<file path="src/rtl/bsn_pkg.sv">
package bsn_pkg;

   localparam int unsigned N_ELEM = 5;
   localparam int unsigned N_PATH = 4;

   typedef logic [N_ELEM-1:0] elem_vec_t;

   // Effective state of one element after fault resolution
   typedef enum logic [1:0] {
      SW_FOLLOW = 2'd0,
      SW_SHORT  = 2'd1,
      SW_OPEN   = 2'd2
   } sw_mode_e;

   // Element membership of each path (bit i = element ei)
   localparam elem_vec_t PATH_SET [N_PATH] = '{
      5'b01001,   // e0-e3 direct
      5'b10010,   // e1-e4 direct
      5'b10101,   // e0-e2-e4 crossing
      5'b01110    // e1-e2-e3 crossing
   };

   function automatic sw_mode_e resolve_mode(input logic shrt, input logic opn);
      if (opn)       return SW_OPEN;
      else if (shrt) return SW_SHORT;
      else           return SW_FOLLOW;
   endfunction

endpackage

</file>
<file path="src/rtl/bsn_switch_cell.sv">
module bsn_switch_cell
   import bsn_pkg::*;
(
   input  logic ctrl_i,
   input  logic short_i,
   input  logic open_i,
   output logic closed_o
);

   sw_mode_e mode;

   always_comb begin
      mode = resolve_mode(short_i, open_i);
      unique case (mode)
         SW_SHORT: closed_o = 1'b1;
         SW_OPEN:  closed_o = 1'b0;
         default:  closed_o = ctrl_i;
      endcase
   end

endmodule

</file>
<file path="src/rtl/bsn_path_eval.sv">
module bsn_path_eval
   import bsn_pkg::*;
#(
   parameter int unsigned N_SW  = N_ELEM,
   parameter int unsigned N_PTH = N_PATH
) (
   input  logic [N_SW-1:0] closed_i,
   output logic            conduct_o
);

   logic [N_PTH-1:0] path_ok;

   for (genvar p = 0; p < N_PTH; p++) begin : g_path
      localparam logic [N_SW-1:0] MEMBERS = PATH_SET[p];
      always_comb begin
         path_ok[p] = ((closed_i & MEMBERS) == MEMBERS);
      end
   end

   assign conduct_o = |path_ok;

endmodule

</file>
<file path="src/rtl/bsn_out_stage.sv">
module bsn_out_stage #(
   parameter bit REG_OUT = 1'b1
) (
   input  logic clk,
   input  logic rst,
   input  logic cond_i,
   output logic conduct_o,
   output logic drive_n_o
);

   if (REG_OUT) begin : g_reg
      logic cond_q;
      logic drv_q;
      always_ff @(posedge clk) begin
         if (rst) begin
            cond_q <= 1'b0;
            drv_q  <= 1'b0;
         end else begin
            cond_q <= cond_i;
            drv_q  <= ~cond_i;
         end
      end
      assign conduct_o = cond_q;
      assign drive_n_o = drv_q;
   end else begin : g_comb
      logic unused_clk_rst;
      assign unused_clk_rst = clk ^ rst;
      assign conduct_o = cond_i;
      assign drive_n_o = ~cond_i;
   end

endmodule

</file>
<file path="src/rtl/bridge_switch_net.sv">
module bridge_switch_net
   import bsn_pkg::*;
#(
   parameter int unsigned N_SW    = 5,
   parameter bit          REG_OUT = 1'b1
) (
   input  logic            clk,
   input  logic            rst,
   input  logic [N_SW-1:0] sw_ctrl,
   input  logic [N_SW-1:0] stk_short,
   input  logic [N_SW-1:0] stk_open,
   output logic            conduct,
   output logic            drive_n
);

   localparam int unsigned N_PTH = N_PATH;

   if (N_SW != N_ELEM) begin : g_bad_width
      $error("bridge_switch_net: N_SW must equal the bridge element count");
   end

   logic [N_SW-1:0] elem_closed;
   logic            cond_raw;

   for (genvar i = 0; i < N_SW; i++) begin : g_cell
      bsn_switch_cell u_cell (
         .ctrl_i   (sw_ctrl[i]),
         .short_i  (stk_short[i]),
         .open_i   (stk_open[i]),
         .closed_o (elem_closed[i])
      );
   end

   bsn_path_eval #(
      .N_SW  (N_SW),
      .N_PTH (N_PTH)
   ) u_paths (
      .closed_i  (elem_closed),
      .conduct_o (cond_raw)
   );

   bsn_out_stage #(
      .REG_OUT (REG_OUT)
   ) u_out (
      .clk       (clk),
      .rst       (rst),
      .cond_i    (cond_raw),
      .conduct_o (conduct),
      .drive_n_o (drive_n)
   );

endmodule

</file>
<file path="config.mk">
export PLATFORM = sky130hd
export DESIGN_NAME = bridge_switch_net
export DESIGN_NICKNAME = d
export VERILOG_FILES = /design/src/rtl/bsn_pkg.sv /design/src/rtl/bsn_switch_cell.sv /design/src/rtl/bsn_path_eval.sv /design/src/rtl/bsn_out_stage.sv /design/src/rtl/bridge_switch_net.sv
export SDC_FILE = /design/constraint.sdc
export NUM_CORES = 1
export LEC_CHECK = 0
export BUFFER_PORTS_ARGS = -buffer_cell sky130_fd_sc_hd__buf_4
export CAP_MARGIN = 10
export CORE_AREA = 4 4 41 43
export CTS_BUF_LIST = sky130_fd_sc_hd__clkbuf_8 sky130_fd_sc_hd__clkbuf_16
export DETAILED_ROUTE_END_ITERATION = 6
export DIE_AREA = 0 0 45 47
export PLACE_DENSITY = 0.39
export SLEW_MARGIN = 10
export SYNTH_ARGS = -nofsm -noshare
export SYNTH_HDL_FRONTEND = slang
export SYNTH_SLANG_ARGS = --single-unit
</file>
<file path="constraint.sdc">
create_clock -name clk -period 0.9 [get_ports clk]
set_input_delay 0.09 -clock clk [delete_from_list [all_inputs] [get_ports clk]]
set_output_delay 0.09 -clock clk [all_outputs]
set_load 0.005 [all_outputs]
</file>
**Yosys cells after proc, flatten, opt, wreduce, memory -nomap -nowiden**

Index checks and enable logic that the tools add are counted.

- Bits of input ports: 17
- Output and inout bits: 2
- Register bits: 2

- Multiplexer cells: 15
- Reduce and logical (&&, ||, !) cells: 1
- Eq/ne operators: 14
- Bitwise operators: 1

Operators by type and width:

| operator | count |
|---|---|
| 2-bit == test (second input constant) | 7 |
| 2-bit by 1-bit == test with 1-bit output (second input constant) | 5 |
| 2-bit 2-to-1 mux | 5 |
| 1-bit one-hot mux with 2 select lines | 5 |
| 3-bit == test (second input constant) | 2 |
| 1-bit 2-to-1 mux | 5 |
| 4-bit OR reduction | 1 |
| 1-bit NOT | 1 |

**Longest topological paths before layout**

Gate-level depths: netlist (run 1).

- Depth after elaboration: 7
- Depth in mapped cells: 3

**Hierarchy**

A second synthesis (run 1) with hierarchy kept.

- Cells, all modules: 14
- Area total of the unflattened synthesis: 131.4 um2

By module, submodules not included:

| module | area an instance (um2) | instances | seq. area each (um2) | cells an instance |
|---|---|---|---|---|
| bsn_out_stage | 57.6 | 1 | 40.0 | 4 |
| bsn_switch_cell | 10.0 | 5 | 0.0 | 1 |
| bsn_path_eval | 23.8 | 1 | 0.0 | 5 |

**Worst setup path after synthesis (run 1)**

Ideal clock, no wire load.

- Kind: input-to-reg
- From: input sw_ctrl[3]
- To: register u_out.g_reg.cond_q (netlist: u_out.conduct_o)
- Slack: 220 ps
- Cell stages on the path: 3
- Path buffers: 0
- Arrival time: 563 ps
- Data required time: 783 ps
- Cells stage by stage: o21bai_2 > o22ai_2 > a22o_1

- Word-level cells in the longest chain between the ends: 3
- Elaborated cells on any way between the ends: 4
- Classes of those cells: eq/ne (2); mux (1); reduce/logical (1)

Ends and longest elaborated chain:

| element | line | source |
|---|---|---|
| start, declared | bridge_switch_net.sv:9 | `input logic [N_SW-1:0] sw_ctrl,` |
| 1-bit one-hot mux with 2 select lines * | bsn_switch_cell.sv:14 | `unique case (mode)` |
| 3-bit == test or 2-bit == test (tied branches) | bsn_path_eval.sv:16 | `path_ok[p] = ((closed_i & MEMBERS) == MEMBERS);` |
| 4-bit OR reduction * | bsn_path_eval.sv:20 | `assign conduct_o = \|path_ok;` |
| end signal, assigned | bsn_out_stage.sv:19 | `cond_q <= cond_i;` |
| end, declared | bsn_out_stage.sv:12 | `logic cond_q;` |

Every way passes the cells marked *; elsewhere a longest branch is shown, timed or not.
A chain may end at the register's enable or synchronous reset.

**Worst setup path after layout (run 1)**

- From: register u_out.g_reg.cond_q (netlist: u_out.conduct_o)
- To: output conduct

RTL lines:

| element | line | source |
|---|---|---|
| end, declared | bridge_switch_net.sv:12 | `output logic conduct,` |

No word-level cell between the ends.

==> summary.txt, run 1 <==
STA
  – Period Utilization, post-route: 78.5%
  – RSZ-0062 raised after global routing: false
  – Slew Limit Fails: 0
  – Max Freq: 1420 MHz
  – Final hold violations: 0
  – Setup_tns: 0 ps
  – Slew of the pin with the lowest slew margin: 167 ps
  – Relative slew slack: 88.8%
  – # setup viols final: 0
  – Post-layout min period: 706 ps

Hold path
  – Worst Hold Launch: rst
  – Worst Hold Path Cells: 2
  – Hold Path Sink: u_out.drive_n_o
  – Hold crit path type: primary input to flip-flop

Pwr
  – Leakage: 0.167 nW
  – Peak supply drop: 0.322 mV
  – Pwr Density: 1560 nW/um2

Run status
  – Outcome: finished, final reports clean

Synth
  – Count leader, synth: o21bai_4
  – Post-synth top flop: dfxtp_1
  – Syn_nets: 31
  – Synth cell types: 9
  – Cell Area, Synth: 170 um2
  – EDFF count, synth: 0
  – Synth Register Bits: 2
  – Cell accounting for the most synthesized area: o21bai_4
  – Commonest cells in the netlist: 3 x o21bai_4, 2 x dfxtp_1, 2 x nor2_1, 2 x o22ai_2
  – FFs w/ async S/R, synth: 0%
  – Ys Warns: 0
  – Cells after synthesis: 14
  – Mean Syn Cell Area: 12.2 um2
  – Area contributors post-synth: o21bai_4 33%, dfxtp_1 24%, o22ai_2 15%
  – Post-synthesis sequential area ratio: 23.5%
  – Yosys top cell area share: 33.1%

Setup path
  – Top delay family on crit path: flip-flops
  – CP Data Required Time: 810 ps
  – Slowest Stage Delay on Critical Path: 290 ps
  – Buf/Inv on CP: 1
  – Crit Path Class: flip-flop to primary output
  – Slowest cell on the critical path: dfxtp_1
  – Crit-path max FO: 1
  – Worst Setup SP: u_out.conduct_o
  – Worst path cell trace: buf_4
  – Endpoint class of the critical path: primary output
  – Arrival @ worst endpoint: 620 ps
  – Startpoint Class: flip-flop

Clocking
  – H-tree level count: 1
  – Cts repair resizes: 0
  – TritonCTS Buffers: 3
  – CTS max path bufs: 2
  – Buffer count from post-CTS setup fixing: 0
  – CTS root buffer: clkbuf_8
  – CTS clk-pin slew, worst paths: 30 ps
  – Hold_buf cts: 0
  – CTS tree: yes
  – CTS sink count: 2

Routing
  – Drt pass-1 iters: 2
  – Remaining DRCs: 0
  – DR vias/cell: 3.74
  – Total number of vias: 187
  – Initial drt markers: 1
  – Routed Antenna Nets: 0
  – Routed wire length: 470 um
  – WL per Instance: 9.40 um

Global route
  – First-pass GRT wire length: 759 um
  – Grt ovf: 0
  – Largest net degree at the start of global routing: 4
  – All-Layer GR Usage: 4.81%
  – Vias in the first global route: 222
  – Initial antenna violation count: 0

Floorplanning
  – CORE AREA: 1300 um2
  – Die Y: 47 um
  – Starting Density: 13.1%
  – IO Count: 19
  – Cell Rows: 13
  – DIE AREA: 2120 um2
  – Die width: 45 um

Place
  – Half-perimeter wire length after placement: 443 um
  – Port Buf Inserts: 18
  – GP Congestion: 0.583

Job
  – Max-Cap Viols: 0

Finish
  – Nets: 54
  – Ratio of cells with drive above 1 in the final layout: 80.0%
  – Area delta synth->final: 115%
  – Antenna diodes: 0
  – Final core occ: 28.1%
-- kinds of logic (layout without fill, tap and decap cells) --
| group | after synthesis | in the layout | synth area share, % |
|---|---|---|---|
| AO/OA/AOI/OAI | 8 | 8 | 66.9 |
| buffers and inverters | 1 | 22 | 2.20 |
| flip-flops | 2 | 2 | 23.5 |
| AND/OR/NAND/NOR | 3 | 3 | 7.35 |
-- per-layer routing --
metal | track usage (%) | vias to the layer above | part of all wire [%]
li1 | - | 96 | -
met1 | 4.51 | 89 | 24
met2 | 9.89 | 2 | 74
met3 | 0 | 0 | 1.7
met4 | 3.51 | 0 | 0
met5 | 0 | - | 0
-- where the power goes --
part	switching, mW	internal (mW)
clock	0.0607	0.282
sequential	0.00199	0.0973
combinational	0.0423	0.0856
-- worst max-delay path by stage --
| stage | slack, ps | depth (start not counted) | endpoint |
|---|---|---|---|
| floorplan | 220 | 3 | u_out.conduct_o |
| detailed placement | 70 | 4 | u_out.conduct_o |
| finish | 190 | 1 | conduct |
| CTS | 180 | 1 | conduct |
| global placement | 80 | 4 | u_out.conduct_o |
| global route | 170 | 1 | conduct |
-- stage by stage --
stage / hold WS, ps / cell area (um2) / total power, mW / instances / worst slack [ps]
6_report: 60.3 / 365 / 0.570 / 50 / 194
5_1_grt: 62.9 / 365 / 0.597 / 50 / 168
4_1_cts: 54.5 / 365 / 0.582 / 50 / 183
3_5_place_dp: 271 / 324 / 0.230 / 47 / 66.2
3_3_place_gp: 272 / 324 / 0.229 / 47 / 78.5
2_1_floorplan: 155 / 170 / 0.151 / 14 / 220
-- state kept, by name, summed over array words and instances, names as in the netlist --
register	count
u_out.drive_n_o	1
u_out.conduct_o	1
-- layout by cell type, fill, tap and decap left out --
master / instances
a211oi_2: 1
a22o_1: 1
buf_4: 18
clkbuf_8: 3
dfxtp_1: 2
inv_1: 1
nor2_1: 2
nor3_1: 1
o21bai_2: 1
o21bai_4: 3
o22ai_2: 2
-- cell type report --
cell class | count | area, um2
Clock buffer | 3 | 41.3
Fill cell | 148 | 936
Inverter | 1 | 3.75
Multi-Input combinational cell | 11 | 126
Sequential cell | 2 | 40.0
Tap cell | 15 | 18.8
Timing Repair Buffer | 18 | 135
(Power assumes the default switching activity.)
==> run 2, diff against run 1 <==
--- a/config.mk
+++ b/config.mk
@@ -5,13 +5,14 @@
 export SDC_FILE = /design/constraint.sdc
 export NUM_CORES = 1
 export LEC_CHECK = 0
+export ABC_AREA = 1
 export BUFFER_PORTS_ARGS = -buffer_cell sky130_fd_sc_hd__buf_4
 export CAP_MARGIN = 10
 export CORE_AREA = 4 4 41 43
 export CTS_BUF_LIST = sky130_fd_sc_hd__clkbuf_8 sky130_fd_sc_hd__clkbuf_16
 export DETAILED_ROUTE_END_ITERATION = 6
 export DIE_AREA = 0 0 45 47
-export PLACE_DENSITY = 0.39
+export PLACE_DENSITY = 0.35
 export SLEW_MARGIN = 10
 export SYNTH_ARGS = -nofsm -noshare
 export SYNTH_HDL_FRONTEND = slang
==> constraint.sdc (replaced) <==
create_clock -name clk -period 0.8 [get_ports clk]
set_input_delay 0.08 -clock clk [delete_from_list [all_inputs] [get_ports clk]]
set_output_delay 0.08 -clock clk [all_outputs]
set_load 0.005 [all_outputs]
==> run 2 against run 1 <==
Routed wire length decreased by 1.1%. Sequential power increased by 12%. Die area unchanged.
==> summary.txt, run 2 <==
Finish
  – Nets: 61 (+13%)
  – Post-Layout Cell Count: 57 (+14%)
  – Most common cell after layout, fill and taps aside: buf_4
  – Commonest non-fill, non-tap cells in the layout: 18 x buf_4, 12 x nor2_1, 4 x nand2_1, 3 x clkbuf_8
  – Filler cell count: 154 (+4.1%)
  – Register area: 40.0 um2 (unchanged)
  – Area of the multi-input gates: 75.1 um2 (-41%)
  – Ratio of cells with drive above 1 in the final layout: 50.0% (-30 points)
  – Antenna diodes: 0 (unchanged)
  – Area delta synth->final: 170%

Pwr
  – Peak supply drop: 0.313 mV (-2.8%)
  – Pwr Density: 1960 nW/um2 (+26%)
  – Leakage: 0.165 nW (-0.98%)

Global route
  – Grt peak-use layer: met2
  – M2 GR Usage: 7.91% (-2.0 points)
  – First-pass GRT wire length: 676 um (-11%)
  – Initial antenna violation count: 0 (unchanged)
  – Grt ovf: 0 (unchanged)
  – GR Util met1: 4.52% (+0.010 points)
  – Vias in the first global route: 197 (-11%)
  – M3 GR Usage: 0.383% (+0.38 points)
  – Largest net degree at the start of global routing: 3 (-1)
  – All-Layer GR Usage: 4.81% (about the same)

Synth
  – FFs w/ async S/R, synth: 0% (unchanged)
  – EDFF count, synth: 0 (unchanged)
  – Synth cell types: 5 (-4)
  – Commonest cells in the netlist: 12 x nor2_1, 4 x nand2_1, 2 x dfxtp_1, 2 x nand3_1, 1 x nor3_1
  – Syn_nets: 38 (+23%)
  – Cell Area, Synth: 115 um2 (-32%)
  – Count leader, synth: nor2_1
  – Area contributors post-synth: nor2_1 39%, dfxtp_1 35%, nand2_1 13%
  – Synth Register Bits: 2 (unchanged)
  – Post-synthesis sequential area ratio: 34.8% (+11 points)
  – Post-synth top flop: dfxtp_1
  – Cells after synthesis: 21 (+7)
  – Yosys top cell area share: 39.1% (+6.0 points)
  – Ys Warns: 0 (unchanged)
  – Cell accounting for the most synthesized area: nor2_1
  – Mean Syn Cell Area: 5.48 um2 (-55%)

STA
  – Max Freq: 1440 MHz
  – Setup_tns: 0 ps (unchanged)
  – Slew Limit Fails: 0 (unchanged)
  – RSZ-0062 raised after global routing: false
  – Relative slew slack: 90.4% (+1.6 points)
  – Slew of the pin with the lowest slew margin: 142 ps (-25.0 ps)
  – Post-layout min period: 696 ps
  – # setup viols final: 0 (unchanged)
  – Final hold violations: 0 (unchanged)
  – Period Utilization, post-route: 86.9%
  – Worst setup margin: 104 ps (-89.1 ps)

Floorplanning
  – Die width: 45 um (unchanged)
  – Starting Density: 8.85% (-4.2 points)
  – IO Count: 19 (unchanged)
  – Die Y: 47 um (unchanged)
  – CORE AREA: 1300 um2 (unchanged)
  – Cell Rows: 13 (unchanged)
  – DIE AREA: 2120 um2 (unchanged)

Routing
  – WL per Instance: 8.16 um (-13%)
  – Remaining DRCs: 0 (unchanged)
  – Initial drt markers: 0 (-1)
  – Total number of vias: 187 (unchanged)
  – Routed wire length: 465 um (-1.1%)
  – Routed Antenna Nets: 0 (unchanged)
  – Drt pass-1 iters: 1 (-1)
  – DR vias/cell: 3.28 (-12%)

Setup path
  – Crit-path max FO: 1 (unchanged)
  – Critical Path Stages: 1 (unchanged)
  – Endpoint class of the critical path: primary output
  – Slowest cell on the critical path: dfxtp_1
  – Arrival @ worst endpoint: 620 ps (about the same)
  – Worst path cell trace: buf_4
  – Slowest Stage Delay on Critical Path: 280 ps (about the same)
  – Startpoint Class: flip-flop
  – Top delay family on crit path: flip-flops
  – Crit Path Class: flip-flop to primary output
  – CP Data Required Time: 720 ps (-90 ps)
  – Buf/Inv on CP: 1 (unchanged)

Place
  – Setup slack at placement: 62.9 ps (-3.35 ps)
  – Port Buf Inserts: 18 (unchanged)
  – GP Congestion: 0.537 (-8.0%)
  – Dpl cells: 54 (+15%)

Hold path
  – Hold crit path type: primary input to flip-flop
  – Hold Path Sink: u_out.conduct_o
  – Worst Hold Path Cells: 2 (unchanged)
  – Worst Hold Launch: rst

Run status
  – Outcome: finished, final reports clean

Clocking
  – Hold_buf cts: 0 (unchanged)
  – CTS root buffer: clkbuf_8
  – CTS max path bufs: 2 (unchanged)
  – CTS sink count: 2 (unchanged)
  – CTS clk-pin slew, worst paths: 30 ps (about the same)
  – Cts repair resizes: 0 (unchanged)
  – TritonCTS Buffers: 3 (unchanged)
  – H-tree level count: 1 (unchanged)
  – CTS tree: yes
  – Buffer count from post-CTS setup fixing: 0 (unchanged)

Job
  – Max-Cap Viols: 0 (unchanged)
## run 2: changes by cell type after synthesis, sizes merged
cell | previous run | this run
nor2 | 2 | 12
o21bai | 4 | 0
nand3 | 0 | 2
a22o | 1 | 0
o22ai | 2 | 0
nand2 | 0 | 4
inv | 1 | 0
a211oi | 1 | 0
## run 2: area by class of cell
cell class,count,area share (%)
flip-flops and latches,2,12.9
well taps,15,6.05
repair buffers,18,43.5
multi-input cells,19,24.2
clock buffers,3,13.3
## run 2: per-layer routing
layer	up-vias	share of wire [%]
li1	108	-
met1	69	37
met2	10	51
met3	0	12
met4	0	0
met5	-	0
## run 2: worst max path at each step
stage,slack (ps),start,endpoint
2_1_floorplan,240,stk_short[0],u_out.conduct_o
3_3_place_gp,70,stk_short[4],u_out.conduct_o
3_5_place_dp,60,stk_short[4],u_out.conduct_o
4_1_cts,90,u_out.drive_n_o,drive_n
5_1_grt,80,u_out.drive_n_o,drive_n
6_report,100,u_out.drive_n_o,drive_n
## run 2: logic make-up (layout without fill, tap and decap cells)
family                 Yosys count  count (layout)  share of synthesized area, %
and+or+nand+nor                 19              19                          65.2
DFF                              2               2                          34.8
buffers and inverters            0              21                             0
## run 2: where the power goes
part / internal, mW / total (mW) / leakage (nW) / switching, mW
Clock: 0.318 / 0.392 / 0.0216 / 0.0738
Sequential: 0.109 / 0.111 / 0.0167 / 0.00196
Combinational: 0.0716 / 0.106 / 0.127 / 0.0341
## run 2: through the flow
step                      power [mW]  hold WS [ps]  instance area (um2)  util (%)
after floorplan                0.143           152                  115         -
after global routing           0.639          48.9                  310      23.8
after detailed placement       0.220           257                  269      20.7
after CTS                      0.625          39.1                  310      23.8
final                          0.608          43.4                  310      23.8
after global placement         0.218           257                  269      20.7
==> run 3, diff against run 2 <==
==> constraint.sdc (replaced) <==
create_clock -name clk -period 0.85 [get_ports clk]
set_input_delay 0.255 -clock clk [delete_from_list [all_inputs] [get_ports clk]]
set_output_delay 0.255 -clock clk [all_outputs]
set_load 0.005 [all_outputs]
==> run 3 against run 2 <==
The run now ends with setup timing left. Sequential share of layout area decreased by 0.15 points. Setup slack worse by 120 ps. Die area unchanged. Non-clock buffer count stayed put. Largest power group unchanged. Via count rose by 6.4%. Critical path type unchanged. Hold slack gained 170 ps. Utilization increased by 0.29 points.
==> summary.txt, run 3 (synthesis gave the netlist of run 2 again) <==
Run status
  – Outcome: finished with violations
  – Failing checks: setup timing

Setup path
  – CP Data Required Time: 590 ps (-130 ps)
  – Slowest cell on the critical path: dfxtp_1
  – Slowest Stage Delay on Critical Path: 280 ps (about the same)
  – Top delay family on crit path: flip-flops
  – Arrival @ worst endpoint: 620 ps (about the same)
  – Buf/Inv on CP: 1 (unchanged)
  – Worst Setup SP: u_out.conduct_o
  – Worst path cell trace: buf_4
  – Crit Path Class: flip-flop to primary output
  – Endpoint class of the critical path: primary output
  – Startpoint Class: flip-flop
  – Crit-path max FO: 1 (unchanged)

Floorplanning
  – IO Count: 19 (unchanged)
  – DIE AREA: 2120 um2 (unchanged)
  – Cell Rows: 13 (unchanged)
  – Starting Density: 8.85% (unchanged)
  – CORE AREA: 1300 um2 (unchanged)
  – Die Y: 47 um (unchanged)
  – Die width: 45 um (unchanged)

STA
  – Slew Limit Fails: 0 (unchanged)
  – Relative slew slack: 90.0% (-0.44 points)
  – Max Freq: 1150 MHz
  – Slew of the pin with the lowest slew margin: 150 ps (+7.19 ps)
  – # setup viols final: 2 (+2)
  – RSZ-0062 raised after global routing: true
  – Period Utilization, post-route: 102%
  – Final hold violations: 0 (unchanged)
  – Worst setup margin: -20.2 ps (-125 ps)
  – Post-layout min period: 870 ps

Finish
  – Area delta synth->final: 173%
  – Most common cell after layout, fill and taps aside: buf_4
  – Ratio of cells with drive above 1 in the final layout: 50.0% (unchanged)
  – Antenna diodes: 0 (unchanged)
  – Commonest non-fill, non-tap cells in the layout: 17 x buf_4, 12 x nor2_1, 4 x nand2_1, 3 x clkbuf_8
  – Post-route cell area: 314 um2 (+1.2%)
  – Nets: 61 (unchanged)

Clocking
  – CTS tree: yes
  – CTS root buffer: clkbuf_8
  – CTS sink count: 2 (unchanged)
  – CTS clk-pin slew, worst paths: 30 ps (about the same)
  – CTS max path bufs: 2 (unchanged)
  – H-tree level count: 1 (unchanged)
  – TritonCTS Buffers: 3 (unchanged)
  – Hold_buf cts: 0 (unchanged)

Routing
  – Routed wire length: 458 um (-1.5%)
  – Metal2 WL: 234 um (-1.3%)
  – Routed Antenna Nets: 0 (unchanged)
  – DR vias/cell: 3.49 (+6.4%)
  – Top Metal Used: met3
  – Metal3 WL: 53 um (-3.6%)
  – WL met1: 170 um (-1.2%)
  – Drt pass-1 iters: 2 (+1)
  – Initial drt markers: 1 (+1)
  – Remaining DRCs: 0 (unchanged)
  – WL per Instance: 8.04 um (-1.5%)
  – Total number of vias: 199 (+6.4%)

Global route
  – Grt ovf: 0 (unchanged)
  – Largest net degree at the start of global routing: 3 (unchanged)
  – All-Layer GR Usage: 5.13% (+0.32 points)
  – Initial antenna violation count: 0 (unchanged)
  – First-pass GRT wire length: 759 um (+12%)
  – Vias in the first global route: 218 (+11%)

Pwr
  – Sequential share of power: 18.2% (about the same)
  – Clock Power Share: 64.2% (-0.2 points)
  – Switching Share: 18.4% (+0.30 points)
  – Gate power share: 17.6% (+0.2 points)
  – Leakage: 0.166 nW (+0.64%)
  – P_sw: 0.106 mW (-3.4%)
  – Peak supply drop: 0.394 mV (+26%)
  – Power Total: 0.578 mW (-5.0%)
  – Pint: 0.472 mW (-5.3%)
  – Pwr Density: 1840 nW/um2 (-6.1%)

Place
  – Port Buf Inserts: 18 (unchanged)
  – GP Congestion: 0.533 (-0.58%)
  – Placed Area: 269 um2 (unchanged)

Job
  – Max-Cap Viols: 0 (unchanged)

Hold path
  – Hold crit path type: primary input to flip-flop
  – Worst Hold Launch: rst
-- run 3: cell types whose count changed in the layout (fill, tap and decap cells not counted) --
cell	delta
buf_6	+1
buf_4	-1
-- run 3: per-layer routing --
layer | vias up | track usage (%)
met5 | - | 0
met4 | 0 | 7.02
met3 | 0 | 0.383
met2 | 10 | 7.34
met1 | 81 | 5.88
li1 | 108 | -
-- run 3: final timing paths --
path         endpoint  slack [ps]  cells after the start
min   u_out.conduct_o         210                      2
max           conduct         -20                      1
-- run 3: cell type report --
class	instances	area [um2]
Clock buffer	3	41.3
Fill cell	153	987
Multi-Input combinational cell	19	75.1
Sequential cell	2	40.0
Tap cell	15	18.8
Timing Repair Buffer	18	139
-- run 3: power groups by stage --
stage	registers (mW)	logic (mW)	clock network (mW)
after CTS	0.105	0.101	0.390
after detailed placement	0.106	0.101	0
after global placement	0.106	0.0991	0
after global routing	0.106	0.116	0.387
after floorplan	0.107	0.0273	0
final	0.105	0.102	0.371
-- run 3: timing repair --
action | CTS | global route
setup endpoints to repair | 2 | 2
buffers inserted | 0 | 0
gates resized for setup | 0 | 1
endpoints found under the hold margin | 0 | 0
-- run 3: per-stage QoR --
step	setup TNS (ps)	hold slack [ps]	utilization (%)	cells	setup WS [ps]
6_report	-32.6	214	24.1	57	-20.2
5_1_grt	-62.0	230	24.1	57	-36.5
4_1_cts	-60.2	211	23.8	57	-31.1
3_5_place_dp	-93.7	433	20.7	54	-58.0
3_3_place_gp	-72.1	430	20.7	54	-39.7
2_1_floorplan	0	327	-	21	117
